[src/rtl/ahb_pargpio_pkg.sv]
package ahb_pargpio_pkg;

    typedef enum logic [2:0] {
        ST_IDLE,
        ST_WR_DATA,
        ST_WR_DIR,
        ST_RD_DATA,
        ST_RD_DIR
    } bus_state_t;

    localparam logic [1:0] HT_NONSEQ = 2'b10;
    localparam logic [1:0] HT_SEQ    = 2'b11;

    localparam int OFF_DATA     = 'h0;
    localparam int OFF_DIR      = 'h4;
    localparam int DIR_OUT_CODE = 1;

endpackage

[src/rtl/gpio_parity_unit.sv]
module gpio_parity_unit #(
    parameter int W = 16
) (
    input  logic [W-1:0] bits_i,
    input  logic         odd_i,
    input  logic         flip_i,
    output logic         par_o
);
    // Even mode: reduction XOR of the bits. Odd mode inverts it; flip inverts again.
    always_comb begin
        par_o = (^bits_i) ^ odd_i ^ flip_i;
    end
endmodule

[src/rtl/gpio_bus_fsm.sv]
module gpio_bus_fsm
    import ahb_pargpio_pkg::*;
#(
    parameter int ADDR_W = 12
) (
    input  logic              clk,
    input  logic              rst_n,
    input  logic              hsel,
    input  logic              hready,
    input  logic [1:0]        htrans,
    input  logic              hwrite,
    input  logic [ADDR_W-1:0] haddr,
    output logic              wr_data_en,
    output logic              wr_dir_en,
    output logic              rd_data_en,
    output logic              rd_dir_en
);
    bus_state_t state_q, state_d;
    logic       accept;

    always_comb begin
        accept  = hsel && hready && (htrans == HT_NONSEQ || htrans == HT_SEQ);
        state_d = ST_IDLE;
        if (accept) begin
            if (haddr == ADDR_W'(OFF_DATA)) begin
                state_d = hwrite ? ST_WR_DATA : ST_RD_DATA;
            end else if (haddr == ADDR_W'(OFF_DIR)) begin
                state_d = hwrite ? ST_WR_DIR : ST_RD_DIR;
            end
        end
    end

    always_ff @(posedge clk or negedge rst_n) begin
        if (!rst_n) begin
            state_q <= ST_IDLE;
        end else begin
            state_q <= state_d;
        end
    end

    always_comb begin
        wr_data_en = 1'b0;
        wr_dir_en  = 1'b0;
        rd_data_en = 1'b0;
        rd_dir_en  = 1'b0;
        unique case (state_q)
            ST_IDLE:    ;
            ST_WR_DATA: wr_data_en = 1'b1;
            ST_WR_DIR:  wr_dir_en  = 1'b1;
            ST_RD_DATA: rd_data_en = 1'b1;
            ST_RD_DIR:  rd_dir_en  = 1'b1;
            default:    ;
        endcase
    end
endmodule

[src/rtl/gpio_regfile.sv]
module gpio_regfile
    import ahb_pargpio_pkg::*;
#(
    parameter int DATA_W = 16,
    parameter int BUS_W  = 32
) (
    input  logic              clk,
    input  logic              rst_n,
    input  logic              wr_data_en,
    input  logic              wr_dir_en,
    input  logic              rd_data_en,
    input  logic              rd_dir_en,
    input  logic [BUS_W-1:0]  wdata,
    input  logic [DATA_W-1:0] pins_in,
    output logic [DATA_W-1:0] out_q,
    output logic              dir_out_q,
    output logic [BUS_W-1:0]  rdata
);
    always_ff @(posedge clk or negedge rst_n) begin
        if (!rst_n) begin
            out_q     <= '0;
            dir_out_q <= 1'b0;
        end else begin
            if (wr_dir_en) begin
                dir_out_q <= (wdata == BUS_W'(DIR_OUT_CODE));
            end
            if (wr_data_en && dir_out_q) begin
                out_q <= wdata[DATA_W-1:0];
            end
        end
    end

    always_comb begin
        rdata = '0;
        if (rd_data_en) begin
            rdata = dir_out_q ? BUS_W'(out_q) : BUS_W'(pins_in);
        end else if (rd_dir_en) begin
            rdata = BUS_W'(dir_out_q);
        end
    end
endmodule

[src/rtl/ahb_pargpio.sv]
module ahb_pargpio #(
    parameter int DATA_W = 16,
    parameter int ADDR_W = 12,
    parameter int BUS_W  = 32
) (
    input  logic              hclk,
    input  logic              hresetn,
    input  logic              hsel,
    input  logic [ADDR_W-1:0] haddr,
    input  logic [1:0]        htrans,
    input  logic              hwrite,
    input  logic              hready,
    input  logic [BUS_W-1:0]  hwdata,
    output logic              hreadyout,
    output logic              hresp,
    output logic [BUS_W-1:0]  hrdata,
    input  logic              par_odd,
    input  logic              fault_inj,
    input  logic [DATA_W-1:0] pin_in,
    input  logic              pin_in_par,
    output logic [DATA_W-1:0] pin_out,
    output logic              pin_out_par,
    output logic              pin_out_en,
    output logic              par_err
);
    localparam int CHK_W = DATA_W + 1;

    logic wr_data_en, wr_dir_en, rd_data_en, rd_dir_en;
    logic in_mismatch;

    gpio_bus_fsm #(.ADDR_W(ADDR_W)) u_fsm (
        .clk        (hclk),
        .rst_n      (hresetn),
        .hsel       (hsel),
        .hready     (hready),
        .htrans     (htrans),
        .hwrite     (hwrite),
        .haddr      (haddr),
        .wr_data_en (wr_data_en),
        .wr_dir_en  (wr_dir_en),
        .rd_data_en (rd_data_en),
        .rd_dir_en  (rd_dir_en)
    );

    gpio_regfile #(.DATA_W(DATA_W), .BUS_W(BUS_W)) u_regs (
        .clk        (hclk),
        .rst_n      (hresetn),
        .wr_data_en (wr_data_en),
        .wr_dir_en  (wr_dir_en),
        .rd_data_en (rd_data_en),
        .rd_dir_en  (rd_dir_en),
        .wdata      (hwdata),
        .pins_in    (pin_in),
        .out_q      (pin_out),
        .dir_out_q  (pin_out_en),
        .rdata      (hrdata)
    );

    gpio_parity_unit #(.W(DATA_W)) u_gen (
        .bits_i (pin_out),
        .odd_i  (par_odd),
        .flip_i (fault_inj),
        .par_o  (pin_out_par)
    );

    // Over data plus parity line: result is 0 when the count matches the mode.
    gpio_parity_unit #(.W(CHK_W)) u_chk_par (
        .bits_i ({pin_in, pin_in_par}),
        .odd_i  (par_odd),
        .flip_i (fault_inj),
        .par_o  (in_mismatch)
    );

    always_ff @(posedge hclk or negedge hresetn) begin
        if (!hresetn) begin
            par_err <= 1'b0;
        end else begin
            par_err <= in_mismatch;
        end
    end

    assign hreadyout = 1'b1;
    assign hresp     = 1'b0;
endmodule

[config.mk]
export PLATFORM = sky130hd
export DESIGN_NAME = ahb_pargpio
export DESIGN_NICKNAME = d
export VERILOG_FILES = /design/src/rtl/ahb_pargpio_pkg.sv /design/src/rtl/gpio_parity_unit.sv /design/src/rtl/gpio_bus_fsm.sv /design/src/rtl/gpio_regfile.sv /design/src/rtl/ahb_pargpio.sv
export SDC_FILE = /design/constraint.sdc
export NUM_CORES = 1
export LEC_CHECK = 0
export ABC_AREA = 1
export BUFFER_PORTS_ARGS = -buffer_cell sky130_fd_sc_hd__buf_2
export CAP_MARGIN = 10
export CORE_MARGIN = 10
export CORE_UTILIZATION = 47
export CTS_CLUSTER_DIAMETER = 30
export DETAILED_ROUTE_END_ITERATION = 8
export PLACE_DENSITY = 0.93
export SLEW_MARGIN = 20
export SYNTH_ARGS = -nofsm -noshare
export SYNTH_HDL_FRONTEND = slang
export SYNTH_SLANG_ARGS = --single-unit
[constraint.sdc]
create_clock -name hclk -period 3.1 [get_ports hclk]
set_input_delay 0.62 -clock hclk [delete_from_list [all_inputs] [get_ports hclk]]
set_output_delay 0.62 -clock hclk [all_outputs]
set_load 0.03 [all_outputs]
# --- Word-level counts from Yosys, hierarchy flattened ---
# Cells that the tools add are included.
# Widths: inputs -> output; s select.
totals:
  elab_cells: 35
  input_bits: 70
  ff_bits: 21
  out_inout_bits: 53
op_classes:
  mux: 12
  n_reduce_logical: 7
  bitwise: 4
  n_eq_ne: 8
op_table:
  columns: ["cell", "count"]
  rows:
  - ["$eq 32x1->1 const B", 1]
  - ["$mux 32", 1]
  - ["$reduce_xor 17->1", 1]
  - ["$mux 16", 1]
  - ["$reduce_xor 16->1", 1]
  - ["$eq 12x3->1 const B", 1]
  - ["$logic_not 12->1", 1]
  - ["$mux 3", 4]
  - ["$eq 3x2->1 const B", 2]
  - ["$mux 1", 5]
  - ["$eq 2x2->1 const B", 2]
  - ["$xor 1x1->1", 4]
  - ["$eq 3x1->1 const B", 1]
  - ["$eq 3x3->1 const B", 1]
  - ["$logic_and 1x1->1", 3]
  - ["$mux 2", 1]
  - ["$logic_or 1x1->1", 1]

# --- Logic depth before layout (Yosys ltp) ---
# Gate-level depths: netlist of run 1.
logic_depth:
  ltp_word: 4
  depth_mapped: 13
  depth_no_buf: 13

# --- Modules after synthesis ---
# A second synthesis of run 1 with hierarchy kept.
hier_totals:
  hier_cells: 364
  hier_area_um2: 2173.3
by_module_without_submodules:
  columns: ["mod", "area_each_um2", "n_inst", "seq_area_each_um2", "cells_per_inst"]
  rows:
  - ["gpio_regfile", 1138.6, 1, 425.4, 140]
  - ["gpio_parity_unit at u_chk_par", 455.4, 1, 0.0, 112]
  - ["gpio_parity_unit at u_gen", 302.8, 1, 0.0, 70]
  - ["gpio_bus_fsm", 229.0, 1, 75.1, 37]
  - ["ahb_pargpio", 47.5, 1, 25.0, 5]

# --- Least setup slack after synthesis of run 1 ---
# No wires, ideal clock.
synth_path:
  path_type: "input port to output port"
  startpoint: "input port fault_inj"
  endpoint: "output port pin_out_par"
  stages: 9
  arrival_time_ps: 1438
  path_buffers: 0
  t_required_ps: 2480
  path_slack_ps: 1042
  path_cell_list: "xnor2_1 > inv_1 > nand2_1 > nand3b_1 > nand2_1 > nand2_1 > nand2_1 > nand2_1 > nand2_1"
synth_between:
  elab_chain_len: 1
synth_lines:
  columns: ["item", "line_no", "source"]
  rows:
  - ["from (decl)", "ahb_pargpio.sv:18", "input logic fault_inj,"]
  - ["$xor 1x1->1", "gpio_parity_unit.sv:11", "par_o = (^bits_i) ^ odd_i ^ flip_i;"]
  - ["to (decl)", "ahb_pargpio.sv:22", "output logic pin_out_par,"]
# No other way between the ends.

# --- Final worst setup path of run 1 ---
layout_path:
  startpoint: "register u_regs.out_q[6]"
  endpoint: "output port pin_out_par"
layout_between:
  elab_chain_len: 3
layout_lines:
  columns: ["item", "line_no", "source"]
  rows:
  - ["from (decl)", "gpio_regfile.sv:15", "output logic [DATA_W-1:0] out_q,"]
  - ["from (signal assigned)", "gpio_regfile.sv:28", "out_q <= wdata[DATA_W-1:0];"]
  - ["$reduce_xor 16->1", "gpio_parity_unit.sv:11", null]
  - ["$xor 1x1->1 (2 in a row)", "gpio_parity_unit.sv:11", null]
# No other way between the ends.

==> results by group, run 1 <==
Power
  • Tot Pwr: 642.6 uW
  • Clock share of power: 27.1%
  • NetSw: 208.4 uW
  • Peak VDD IR: 0.3212 mV
  • Power Dens Cells: 257.2 nW/um2
  • Seq pwr share: 43.8%
  • Int Pwr: 434.2 uW
  • Combinational power share: around 30%
  • Leak: 1.683 nW
  • Switching Share: around a third

Clock network
  • Clk root buf: clkbuf_8
  • Clock slew at reported path FFs: approximately 0.080 ns
  • # resized after CTS: 0
  • Post-CTS setup buffer count: 0
  • Worst skew pair latency: 0.25 ns
  • H-tree levels: 1
  • Worst-case clock buffer depth: 2
  • CTS Hold Buffers Added: 0
  • TritonCTS clock tree: yes
  • Sink Count: 21
  • Cts bufs inserted: 3

Logic synthesis
  • Mux cell area share after synthesis: 0.5718%
  • Syn avg cell area: 6.078 um2
  • Post-synthesis compound-gate area fraction: around 8.1%
  • Synth Area in Adders: 0%
  • Sequential fraction of the synthesis area: a little over a quarter
  • Simple-Gate Fraction of Synth Area: 35.45%
  • Synth Register Bits: 21
  • YS warnings: 0
  • Post-Synth XOR/XNOR Area: 8.386%
  • Yosys cell types: 28
  • Largest family of logic cells by synthesized area: simple AND/OR/NAND/NOR gates
  • Post-Syn Instances: approximately 320
  • Cell Area, Synth: approximately 2000 um2

Timing
  • Post-route setup slack: 0.7780 ns
  • RSZ-0062 raised after global routing: no
  • Slew Viols, Final: 0
  • Setup TNS: 0 ns
  • Final hold vios: 0
  • Min Tclk post-route: around 2.3 ns
  • FMAX: 430.7 MHz
  • Worst Hold Slack: 0.3017 ns
  • Final setup viols: 0
  • Tcrit/Tclk final: 74.90%
  • Clock skew: 0.002133 ns

Detailed routing
  • Drt first pass iters: 4
  • Routed Antenna Nets: 0
  • Initial drt markers: between 100 and 150
  • Vias per cell: 4.609
  • # DRC: 0
  • DR WL/cell: 12.46 um
  • Total wire length: 5895 um
  • Vias: 2180

Setup path
  • Crit path top cell by count: nand2_1
  • Crit-path cells: xnor2_1 -> inv_1 -> nand2_1 -> nand3b_1 -> nand2_1 -> nand2_1 -> nand2_1 -> nand2_1 -> nand2_1 -> buf_2
  • Worst EP arrival: 1.70 ns
  • WS Path Type: flip-flop to primary output
  • Crit end category: primary output
  • Crit Path Max Fanout: 4
  • CP max stage cell: dfrtp_1
  • Max incr delay on CP: approximately 0.45 ns
  • Flop-to-flop setup slack: between 1 and 1.5 ns
  • Crit path buf inv count: 2
  • Setup crit start kind: flip-flop
  • CP top delay family: simple AND/OR/NAND/NOR gates
  • Required @ worst endpoint: 2.48 ns

Floorplanning
  • Die H: 84.73 um
  • I/O pins: 123
  • Rows: 23
  • Area of the core: 4029 um2
  • Die area: roughly 7200 um2
  • Initial core utilization: 48.88%
  • Die W: between 80 and 90 um

Cells and area
  • Fin nets: between 400 and 500
  • Number of diodes: 0
  • Layout cells sized above 1: 28.37%
  • Area growth from synthesis to layout: 26.87%
  • Design area: about 2500 um2

Place
  • Hpwl dp: 5226 um
  • RD Place Congestion: 0.8280
  • Placed inst area: 2452 um2
  • IO Port Bufs: around 100
  • Dpl ws: 0.8013 ns

GRT
  • Largest net degree at the start of global routing: 32
  • Antenna violations before repair: 0
  • GRT overflow: 0
  • Vias in the first global route: about 2200
  • First-pass GRT wire length: 9763 um
  • GRT Overall Usage: 15.69%

Run status
  • Run status: completed

Flow run
  • Maxcap violations: 0

Hold path
  • Hold Crit Class: input port to asynchronous set/reset pin
==> metal layers <==
layer | global-route usage [%] | routed length, um | vias to the layer above
li1 | - | - | 1150
met3 | 4.928 | 486 | 4
met5 | 0 | 0 | -
met4 | 1.946 | 34 | 0
met1 | 17.21 | 2351 | 949
met2 | 29.31 | 3022 | 77
==> cells in the mapped netlist, drive strengths merged <==
master	count	share of area [%]
nand2	118	23
inv	60	11
o21ai	26	6.6
buf	25	8.6
dfrtp	21	27
nand3	20	5.1
nor2	12	2.4
xnor2	9	4.0
xor2	9	4.4
nand4	5	1.6
nor3	4	1.3
nor4	4	1.3
clkbuf	2	0.38
conb	2	0.38
a21oi	1	0.25
a32o	1	0.51
mux2	1	0.57
nand2b	1	0.32
nand3b	1	0.38
o211ai	1	0.38
o22ai	1	0.32
==> layout make-up <==
class	count	area [um2]
Clock buffer	3	41.29
Clock inverter	1	5.005
Fill cell	386	1530
Inverter	60	225.2
Multi-Input combinational cell	232	1101
Sequential cell	21	525.5
Tap cell	50	62.56
Timing Repair Buffer	106	538.0
==> kinds of logic after synthesis <==
logic type,Yosys count
AND/OR/NAND/NOR,165
buffers and inverters,87
AO/OA/AOI/OAI,30
flip-flops,21
XOR/XNOR,18
other,2
multiplexers,1
==> registers in the layout, summed over array words and instances (netlist names) <==
signal            cells
par_err               1
u_fsm.state_q         3
u_regs.dir_out_q      1
u_regs.out_q         16
==> power groups by stage <==
| stage | sequential, mW | combinational (mW) | clock (mW) |
|---|---|---|---|
| after floorplan | 0.298 | 0.120 | 0 |
| after global placement | 0.287 | 0.179 | 0 |
| after detailed placement | 0.287 | 0.187 | 0 |
| after CTS | 0.281 | 0.187 | 0.174 |
| after global routing | 0.282 | 0.209 | 0.193 |
| final | 0.281 | 0.187 | 0.174 |
==> metrics by stage <==
step	cells	util, %
2_1_floorplan	340	-
6_report	473	62.02
4_1_cts	473	62.02
3_5_place_dp	469	60.87
3_3_place_gp	469	60.87
5_1_grt	473	62.02
==> cells in the final DEF (no fill, tap or decap), drive strengths merged <==
cell type    n
a21oi        1
a32o         1
buf        106
clkbuf       3
clkinv       1
conb        18
dfrtp       21
inv         60
mux2         1
nand2      118
nand2b       1
nand3       20
nand3b       1
nand4        5
nor2        12
nor3         4
nor4         4
o211ai       1
o21ai       26
o22ai        1
xnor2        9
xor2         9
==> worst register-to-register path, cell delays in order, from the launching register on <==
cell and delay, ns:
dfrtp_1 0.64, inv_2 0.15, nor2_1 0.16, nand2_1 0.07
buf_4 0.22, mux2_1 0.33
==> final timing paths <==
path | startpoint | cells past startpoint | end
worst max-delay path | u_regs.out_q[6]$_DFFE_PN0P_ | 10 | pin_out_par
worst min register to register | u_regs.out_q[1]$_DFFE_PN0P_ | 2 | u_regs.out_q[1]$_DFFE_PN0P_
max in group asynchronous | hresetn | 1 | u_regs.out_q[5]$_DFFE_PN0P_
min in group hclk | u_regs.out_q[1]$_DFFE_PN0P_ | 2 | u_regs.out_q[1]$_DFFE_PN0P_
worst max register to register | u_regs.dir_out_q$_DFFE_PN0N_ | 5 | u_regs.out_q[0]$_DFFE_PN0P_
worst min-delay path | hresetn | 1 | u_regs.out_q[11]$_DFFE_PN0P_
No activity file was read; power rests on OpenSTA's default activity.
==> run 2: changes to the inputs <==
ABC_AREA = 0   (was 1)
CORE_UTILIZATION = 40   (was 47)
PLACE_DENSITY = 0.86   (was 0.93)
clock period = 2.15 ns   (was 3.1 ns; I/O delays follow)
==> results by group, run 2 <==
Run status
  • Run status: completed

GRT
  • First-pass GRT wire length: 8079 um (-17%)
  • GRT Overall Usage: 13.80% (-1.9 points)
  • Antenna violations before repair: 0 (unchanged)
  • Vias in the first global route: 1682 (-24%)
  • GRT overflow: 0 (unchanged)
  • Largest net degree at the start of global routing: 22 (-31%)

Setup path
  • Flop-to-flop setup slack: 0.42 ns (-1.00 ns)
  • R2R depth: 4 (-1)
  • Reg2reg start: u_regs.dir_out_q$_DFFE_PN0N_
  • Reg2reg end: u_regs.out_q[13]$_DFFE_PN0P_
  • Crit Path Max Fanout: 2 (-2)
  • Crit path top cell by count: xnor2_1
  • Crit end category: primary output
  • Worst setup path startpoint: u_regs.out_q[12]$_DFFE_PN0P_
  • Worst Setup EP: pin_out_par
  • Worst EP arrival: 1.70 ns (about the same)
  • Required @ worst endpoint: 1.72 ns (-0.76 ns)
  • Cell count along the critical path: 5 (-5)
  • CP top delay family: XOR/XNOR gates
  • Max incr delay on CP: 0.42 ns (-0.03 ns)
  • CP max stage cell: dfrtp_1
  • Crit-path cells: xnor2_1 -> xnor2_1 -> xnor2_1 -> xnor3_1 -> buf_2
  • Crit path buf inv count: 1 (-1)
  • Setup crit start kind: flip-flop
  • WS Path Type: flip-flop to primary output

Place
  • Hpwl dp: 4458 um (-15%)
  • Dpl ws: 0.2574 ns (-0.5439 ns)
  • IO Port Bufs: 103 (unchanged)
  • RD Place Congestion: 0.7554 (-8.8%)

Logic synthesis
  • Asr flop ratio synth: 100.0% (unchanged)
  • Synth top cells by count: 26 x xnor2_1, 21 x dfrtp_1, 19 x buf_4, 19 x nor2_1, 15 x mux2i_1
  • Most numerous cell in the Yosys netlist: xnor2_1
  • Largest area contributor in the netlist: dfrtp_1
  • Post-synth EDFFs: 0 (unchanged)
  • Cell Area, Synth: 1623 um2 (-18%)
  • Syn avg cell area: 10.40 um2 (+71%)
  • Yosys cell types: 25 (-11%)
  • Synth top area cells: dfrtp_1 32%, xnor2_1 14%, mux2i_1 9.3%, buf_4 8.8%, mux2_4 7.4%
  • Post-Syn Instances: 156 (-52%)
  • YS warnings: 0 (unchanged)
  • Sequential fraction of the synthesis area: 32.38% (+5.7 points)
  • Synth top area share: 32.38% (+5.7 points)
  • Synth Register Bits: 21 (unchanged)
  • Synth Flop Type: dfrtp_1

Detailed routing
  • DR WL/cell: 16.62 um (+33%)
  • Initial drt markers: 40 (-67%)
  • # DRC: 0 (unchanged)
  • Total wire length: 5251 um (-11%)
  • Vias per cell: 4.766 (+3.4%)
  • Routed Antenna Nets: 0 (unchanged)
  • Drt first pass iters: 4 (unchanged)
  • Vias: 1506 (-31%)

Floorplanning
  • Die W: 83.70 um (-1.2%)
  • Rows: 23 (unchanged)
  • Initial core utilization: 40.86% (-8.0 points)
  • Die area: 7005 um2 (-2.4%)
  • I/O pins: 123 (unchanged)
  • Die H: 83.70 um (-1.2%)
  • Area of the core: 3971 um2 (-1.4%)

Cells and area
  • Max FFs per register: 16 (unchanged)
  • Most frequent cells in the layout: 103 x buf_2, 25 x xnor2_1, 21 x dfrtp_1
  • Biggest regs: u_regs.out_q: 16 flops, u_fsm.state_q: 3 flops
  • Commonest non-fill, non-tap cell in the layout: buf_2
  • Util after Layout: 56.11% (-5.9 points)
  • FILL cells: 370 (-4.1%)
  • Fin nets: 337 (-32%)
  • Number of diodes: 0 (unchanged)
  • Top reg by flops: u_regs.out_q
  • Layout cells sized above 1: 50.00% (+22 points)
  • Area growth from synthesis to layout: 37.32%

Timing
  • Post-route setup slack: 0.01812 ns (-0.7599 ns)
  • Clock skew: 0.0008426 ns (-0.001291 ns)
  • RSZ-0062 raised after global routing: yes
  • Final hold vios: 0 (unchanged)
  • FMAX: 469.1 MHz
  • Final setup viols: 0 (unchanged)
  • Slew Viols, Final: 0 (unchanged)
  • Min Tclk post-route: 2.132 ns
  • Tcrit/Tclk final: 99.16%
  • Worst Hold Slack: 0.1155 ns (-0.1862 ns)

Clock network
  • Clock slew at reported path FFs: 0.07 ns (about the same)
  • Cts bufs inserted: 3 (unchanged)
  • TritonCTS clock tree: yes
  • Sink Count: 21 (unchanged)
  • CTS Hold Buffers Added: 0 (unchanged)
  • H-tree levels: 1 (unchanged)
  • Worst skew pair latency: 0.26 ns (about the same)
  • Worst-case clock buffer depth: 2 (unchanged)
  • Clk root buf: clkbuf_8

Power
  • Peak VDD IR: 0.2957 mV (-8.0%)
  • Leak: 1.263 nW (-25%)
  • Power Dens Cells: 415.2 nW/um2 (+61%)

Flow run
  • Maxcap violations: 0 (unchanged)

Hold path
  • Hold Crit Class: input port to asynchronous set/reset pin
==> run 2: cell count changes after synthesis, sizes merged, moves of 3 or more <==
cell,delta
nand2,-116
inv,-59
o21ai,-22
nand3,-20
xnor2,+17
mux2i,+15
mux2,+14
nor2,+7
nor4,+4
xor2,-4
buf,-3
nor3,-3
==> run 2: routing by layer <==
layer / global-route usage (%) / vias up / part of all wire (%)
met5: 0 / - / 0
met4: 3.653 / 0 / 1.0
met3: 5.664 / 4 / 9.0
met2: 24.46 / 71 / 52
met1: 14.67 / 707 / 38
li1: - / 724 / -
==> run 2: what timing repair did <==
item                                    CTS  global route
buffers inserted                          3             3
pin swaps                                 2             0
endpoints found under the setup margin    1            12
gates resized for setup                   0             1
hold endpoints to repair                  0             0
==> run 2: cells by family (layout without fill, tap and decap cells) <==
| family | count (synthesis) | count (layout) | synth area share (%) |
|---|---|---|---|
| AND/OR/NAND/NOR | 41 | 41 | 13.42 |
| XOR/XNOR | 33 | 33 | 19.51 |
| multiplexers | 30 | 30 | 21.51 |
| buffers and inverters | 24 | 118 | 10.95 |
| flip-flops | 21 | 21 | 32.38 |
| AO/OA/AOI/OAI | 5 | 5 | 1.773 |
| other | 2 | 18 | 0.4628 |
==> run 2: worst min-delay path by stage <==
stage	to	slack, ns	cells past startpoint
6_report	par_err$_DFF_PN0_	0.12	1
5_1_grt	par_err$_DFF_PN0_	0.15	1
4_1_cts	u_regs.out_q[4]$_DFFE_PN0P_	0.13	1
3_5_place_dp	par_err$_DFF_PN0_	0.42	1
3_3_place_gp	par_err$_DFF_PN0_	0.41	1
2_1_floorplan	par_err$_DFF_PN0_	0.13	0
==> run 2: area by class of cell <==
type	count	area [um2]	area share (%)
Sequential cell	21	525.5	23.58
Clock buffer	3	41.29	1.853
Tap cell	50	62.56	2.807
Timing Repair Buffer	113	603.1	27.06
Multi-Input combinational cell	127	987.2	44.30
Clock inverter	1	5.005	0.2246
Inverter	1	3.754	0.1684
==> run 2: power by group <==
part | switching (mW) | internal [mW] | leakage [nW] | total (mW)
sequential | 0.00211 | 0.405 | 0.281 | 0.408
combinational | 0.148 | 0.116 | 0.957 | 0.264
clock | 0.125 | 0.129 | 0.0255 | 0.254
==> run 2: stage by stage <==
step	area, um2	setup TNS, ns	total power, mW	std cells
final	2228	0	0.9253	316
after global placement	2130	0	0.6712	306
after CTS	2198	0	0.9371	313
after detailed placement	2130	0	0.6791	306
after global routing	2228	-0.06522	0.9670	316
after floorplan	1683	0	0.6002	172
==> run 3: changes to the inputs <==
==> constraint.sdc (replaced) <==
create_clock -name hclk -period 2.15 [get_ports hclk]
set_input_delay 0.3225 -clock hclk [delete_from_list [all_inputs] [get_ports hclk]]
set_output_delay 0.3225 -clock hclk [all_outputs]
set_load 0.03 [all_outputs]
==> results by group, run 3 (synthesis results as in run 2) <==
Power
  • Tot Pwr: 927.7 uW (+0.26%)
  • NetSw: 274.5 uW (-0.13%)
  • Switching Share: 29.59% (-0.12 points)
  • Power Dens Cells: 426.6 nW/um2 (+2.7%)
  • Peak VDD IR: 0.3381 mV (+14%)
  • Clock share of power: 28.0% (+0.6 points)
  • Int Pwr: 653.1 uW (+0.42%)
  • Leak: 1.230 nW (-2.7%)
  • Combinational power share: 28.0% (-0.5 points)
  • Seq pwr share: 44.0% (about the same)

Place
  • Hpwl dp: 4398 um (-1.3%)
  • Placed Cells: 306 (unchanged)
  • IO Port Bufs: 103 (unchanged)
  • RD Place Congestion: 0.7873 (+4.2%)

Timing
  • Slew Viols, Final: 0 (unchanged)
  • FMAX: 492.6 MHz (+5.0%)
  • RSZ-0062 raised after global routing: no
  • Final hold vios: 0 (unchanged)
  • Min Tclk post-route: 2.030 ns (-0.1018 ns)
  • Final setup viols: 0 (unchanged)
  • Setup TNS: 0 ns (unchanged)
  • Tcrit/Tclk final: 94.42% (-4.7 points)
  • Clock skew: 0.003883 ns (+0.003040 ns)

Setup path
  • Setup crit start kind: flip-flop
  • Crit-path cells: xnor2_1 -> xnor2_1 -> xnor2_1 -> xnor3_1 -> buf_2
  • Crit Path Max Fanout: 4 (+2)
  • Max incr delay on CP: 0.43 ns (about the same)
  • Flop-to-flop setup slack: 0.56 ns (+0.14 ns)
  • Crit path top cell by count: xnor2_1
  • CP max stage cell: dfrtp_1
  • Worst EP arrival: 1.71 ns (about the same)
  • Crit end category: primary output
  • Crit path buf inv count: 1 (unchanged)
  • WS Path Type: flip-flop to primary output
  • CP top delay family: XOR/XNOR gates
  • Required @ worst endpoint: 1.83 ns (+0.11 ns)

Clock network
  • Worst-case clock buffer depth: 2 (unchanged)
  • H-tree levels: 1 (unchanged)
  • Cts bufs inserted: 3 (unchanged)
  • Worst skew pair latency: 0.26 ns (about the same)
  • TritonCTS clock tree: yes
  • Post-CTS setup buffer count: 0 (-3)
  • Clk root buf: clkbuf_8
  • CTS Hold Buffers Added: 0 (unchanged)
  • # resized after CTS: 0 (unchanged)
  • Sink Count: 21 (unchanged)
  • Clock slew at reported path FFs: 0.08 ns (about the same)

Detailed routing
  • Initial drt markers: 63 (+57%)
  • Routed Antenna Nets: 0 (unchanged)
  • Total wire length: 4993 um (-4.9%)
  • Drt first pass iters: 4 (unchanged)
  • DR WL/cell: 16.11 um (-3.1%)
  • Vias per cell: 4.774 (+0.18%)
  • Vias: 1480 (-1.7%)
  • # DRC: 0 (unchanged)

Floorplanning
  • Die H: 83.70 um (unchanged)
  • Area of the core: 3971 um2 (unchanged)
  • Die W: 83.70 um (unchanged)
  • Die area: 7005 um2 (unchanged)
  • Rows: 23 (unchanged)
  • Initial core utilization: 40.86% (unchanged)
  • I/O pins: 123 (unchanged)

Cells and area
  • Fin nets: 331 (-1.8%)
  • Area growth from synthesis to layout: 34.00%
  • Commonest non-fill, non-tap cell in the layout: buf_2
  • Max FFs per register: 16 (unchanged)
  • Top reg by flops: u_regs.out_q
  • FILL cells: 372 (+0.54%)
  • Biggest regs: u_regs.out_q: 16 flops, u_fsm.state_q: 3 flops
  • Number of diodes: 0 (unchanged)
  • Reg area: 525.5 um2 (unchanged)
  • Util after Layout: 54.76% (-1.4 points)
  • Most frequent cells in the layout: 103 x buf_2, 26 x xnor2_1, 21 x dfrtp_1
  • Final Non-Filler Cells: 310 (-1.9%)
  • Layout cells sized above 1: 48.08% (-1.9 points)
  • Area of the multi-input gates: 979.7 um2 (-0.76%)

GRT
  • Antenna violations before repair: 0 (unchanged)
  • GRT Overall Usage: 14.02% (+0.22 points)
  • GRT overflow: 0 (unchanged)
  • First-pass GRT wire length: 8300 um (+2.7%)
  • Vias in the first global route: 1715 (+2.0%)
  • Largest net degree at the start of global routing: 22 (unchanged)

Run status
  • Run status: completed

Flow run
  • Maxcap violations: 0 (unchanged)

Hold path
  • Hold Crit Class: input port to asynchronous set/reset pin
==> run 3: cell types whose count changed in the layout (fill, tap and decap cells not counted) <==
cell      previous run  this run
clkinv_2             1         0
buf_4                9         3
clkbuf_1             0         1
xnor2_1             25        26
xnor2_2              1         0
==> run 3: power by group through the flow <==
| stage | clock, mW | combinational (mW) | sequential (mW) |
|---|---|---|---|
| detailed placement | 0 | 0.261 | 0.416 |
| global route | 0.283 | 0.281 | 0.409 |
| CTS | 0.270 | 0.262 | 0.408 |
| global placement | 0 | 0.256 | 0.416 |
| finish | 0.260 | 0.260 | 0.408 |
| floorplan | 0 | 0.163 | 0.437 |
==> run 3: cell type report <==
type                    count  share of cell area, %
flip-flops and latches     21                  24.17
well taps                  50                  2.877
inverters                   1                 0.1726
repair buffers            107                  25.66
multi-input cells         127                  45.05
clock buffers               4                  2.071
==> run 3: layer usage <==
layer,vias up,part of all wire [%],GRT usage [%]
li1,709,-,-
met1,682,39,15.62
met2,77,49,23.28
met3,12,8.9,4.883
met4,0,2.9,6.545
met5,-,0,0
==> run 3: worst paths after layout <==
kind                                         startpoint                            to  depth (start not counted)
max                        u_regs.out_q[10]$_DFFE_PN0P_                   pin_out_par                          5
min                                             hresetn             par_err$_DFF_PN0_                          1
max reg2reg                u_regs.dir_out_q$_DFFE_PN0N_   u_regs.out_q[9]$_DFFE_PN0P_                          3
min reg2reg                  u_fsm.state_q[0]$_DFF_PN0_  u_regs.dir_out_q$_DFFE_PN0N_                          1
max in group asynchronous                       hresetn    u_fsm.state_q[0]$_DFF_PN0_                          1
min in group hclk                                hwrite    u_fsm.state_q[2]$_DFF_PN0_                          2
==> run 3: stage by stage <==
stage,hold WS [ns],cell area (um2),setup slack (ns)
2_1_floorplan,0.02691,1683,0.3338
3_3_place_gp,0.3013,2130,0.4087
3_5_place_dp,0.3121,2130,0.3964
4_1_cts,0.02482,2175,0.09808
5_1_grt,0.03349,2175,0.005696
6_report,0.008379,2175,0.1200
==> run 3: worst register-to-register path: cells and delay by family, from the launching register on <==
| family | cells | cell delay (ns) |
|---|---|---|
| buffers and inverters | 1 | 0.20 |
| and+or+nand+nor | 1 | 0.28 |
| DFF | 1 | 0.64 |
| muxes | 1 | 0.36 |
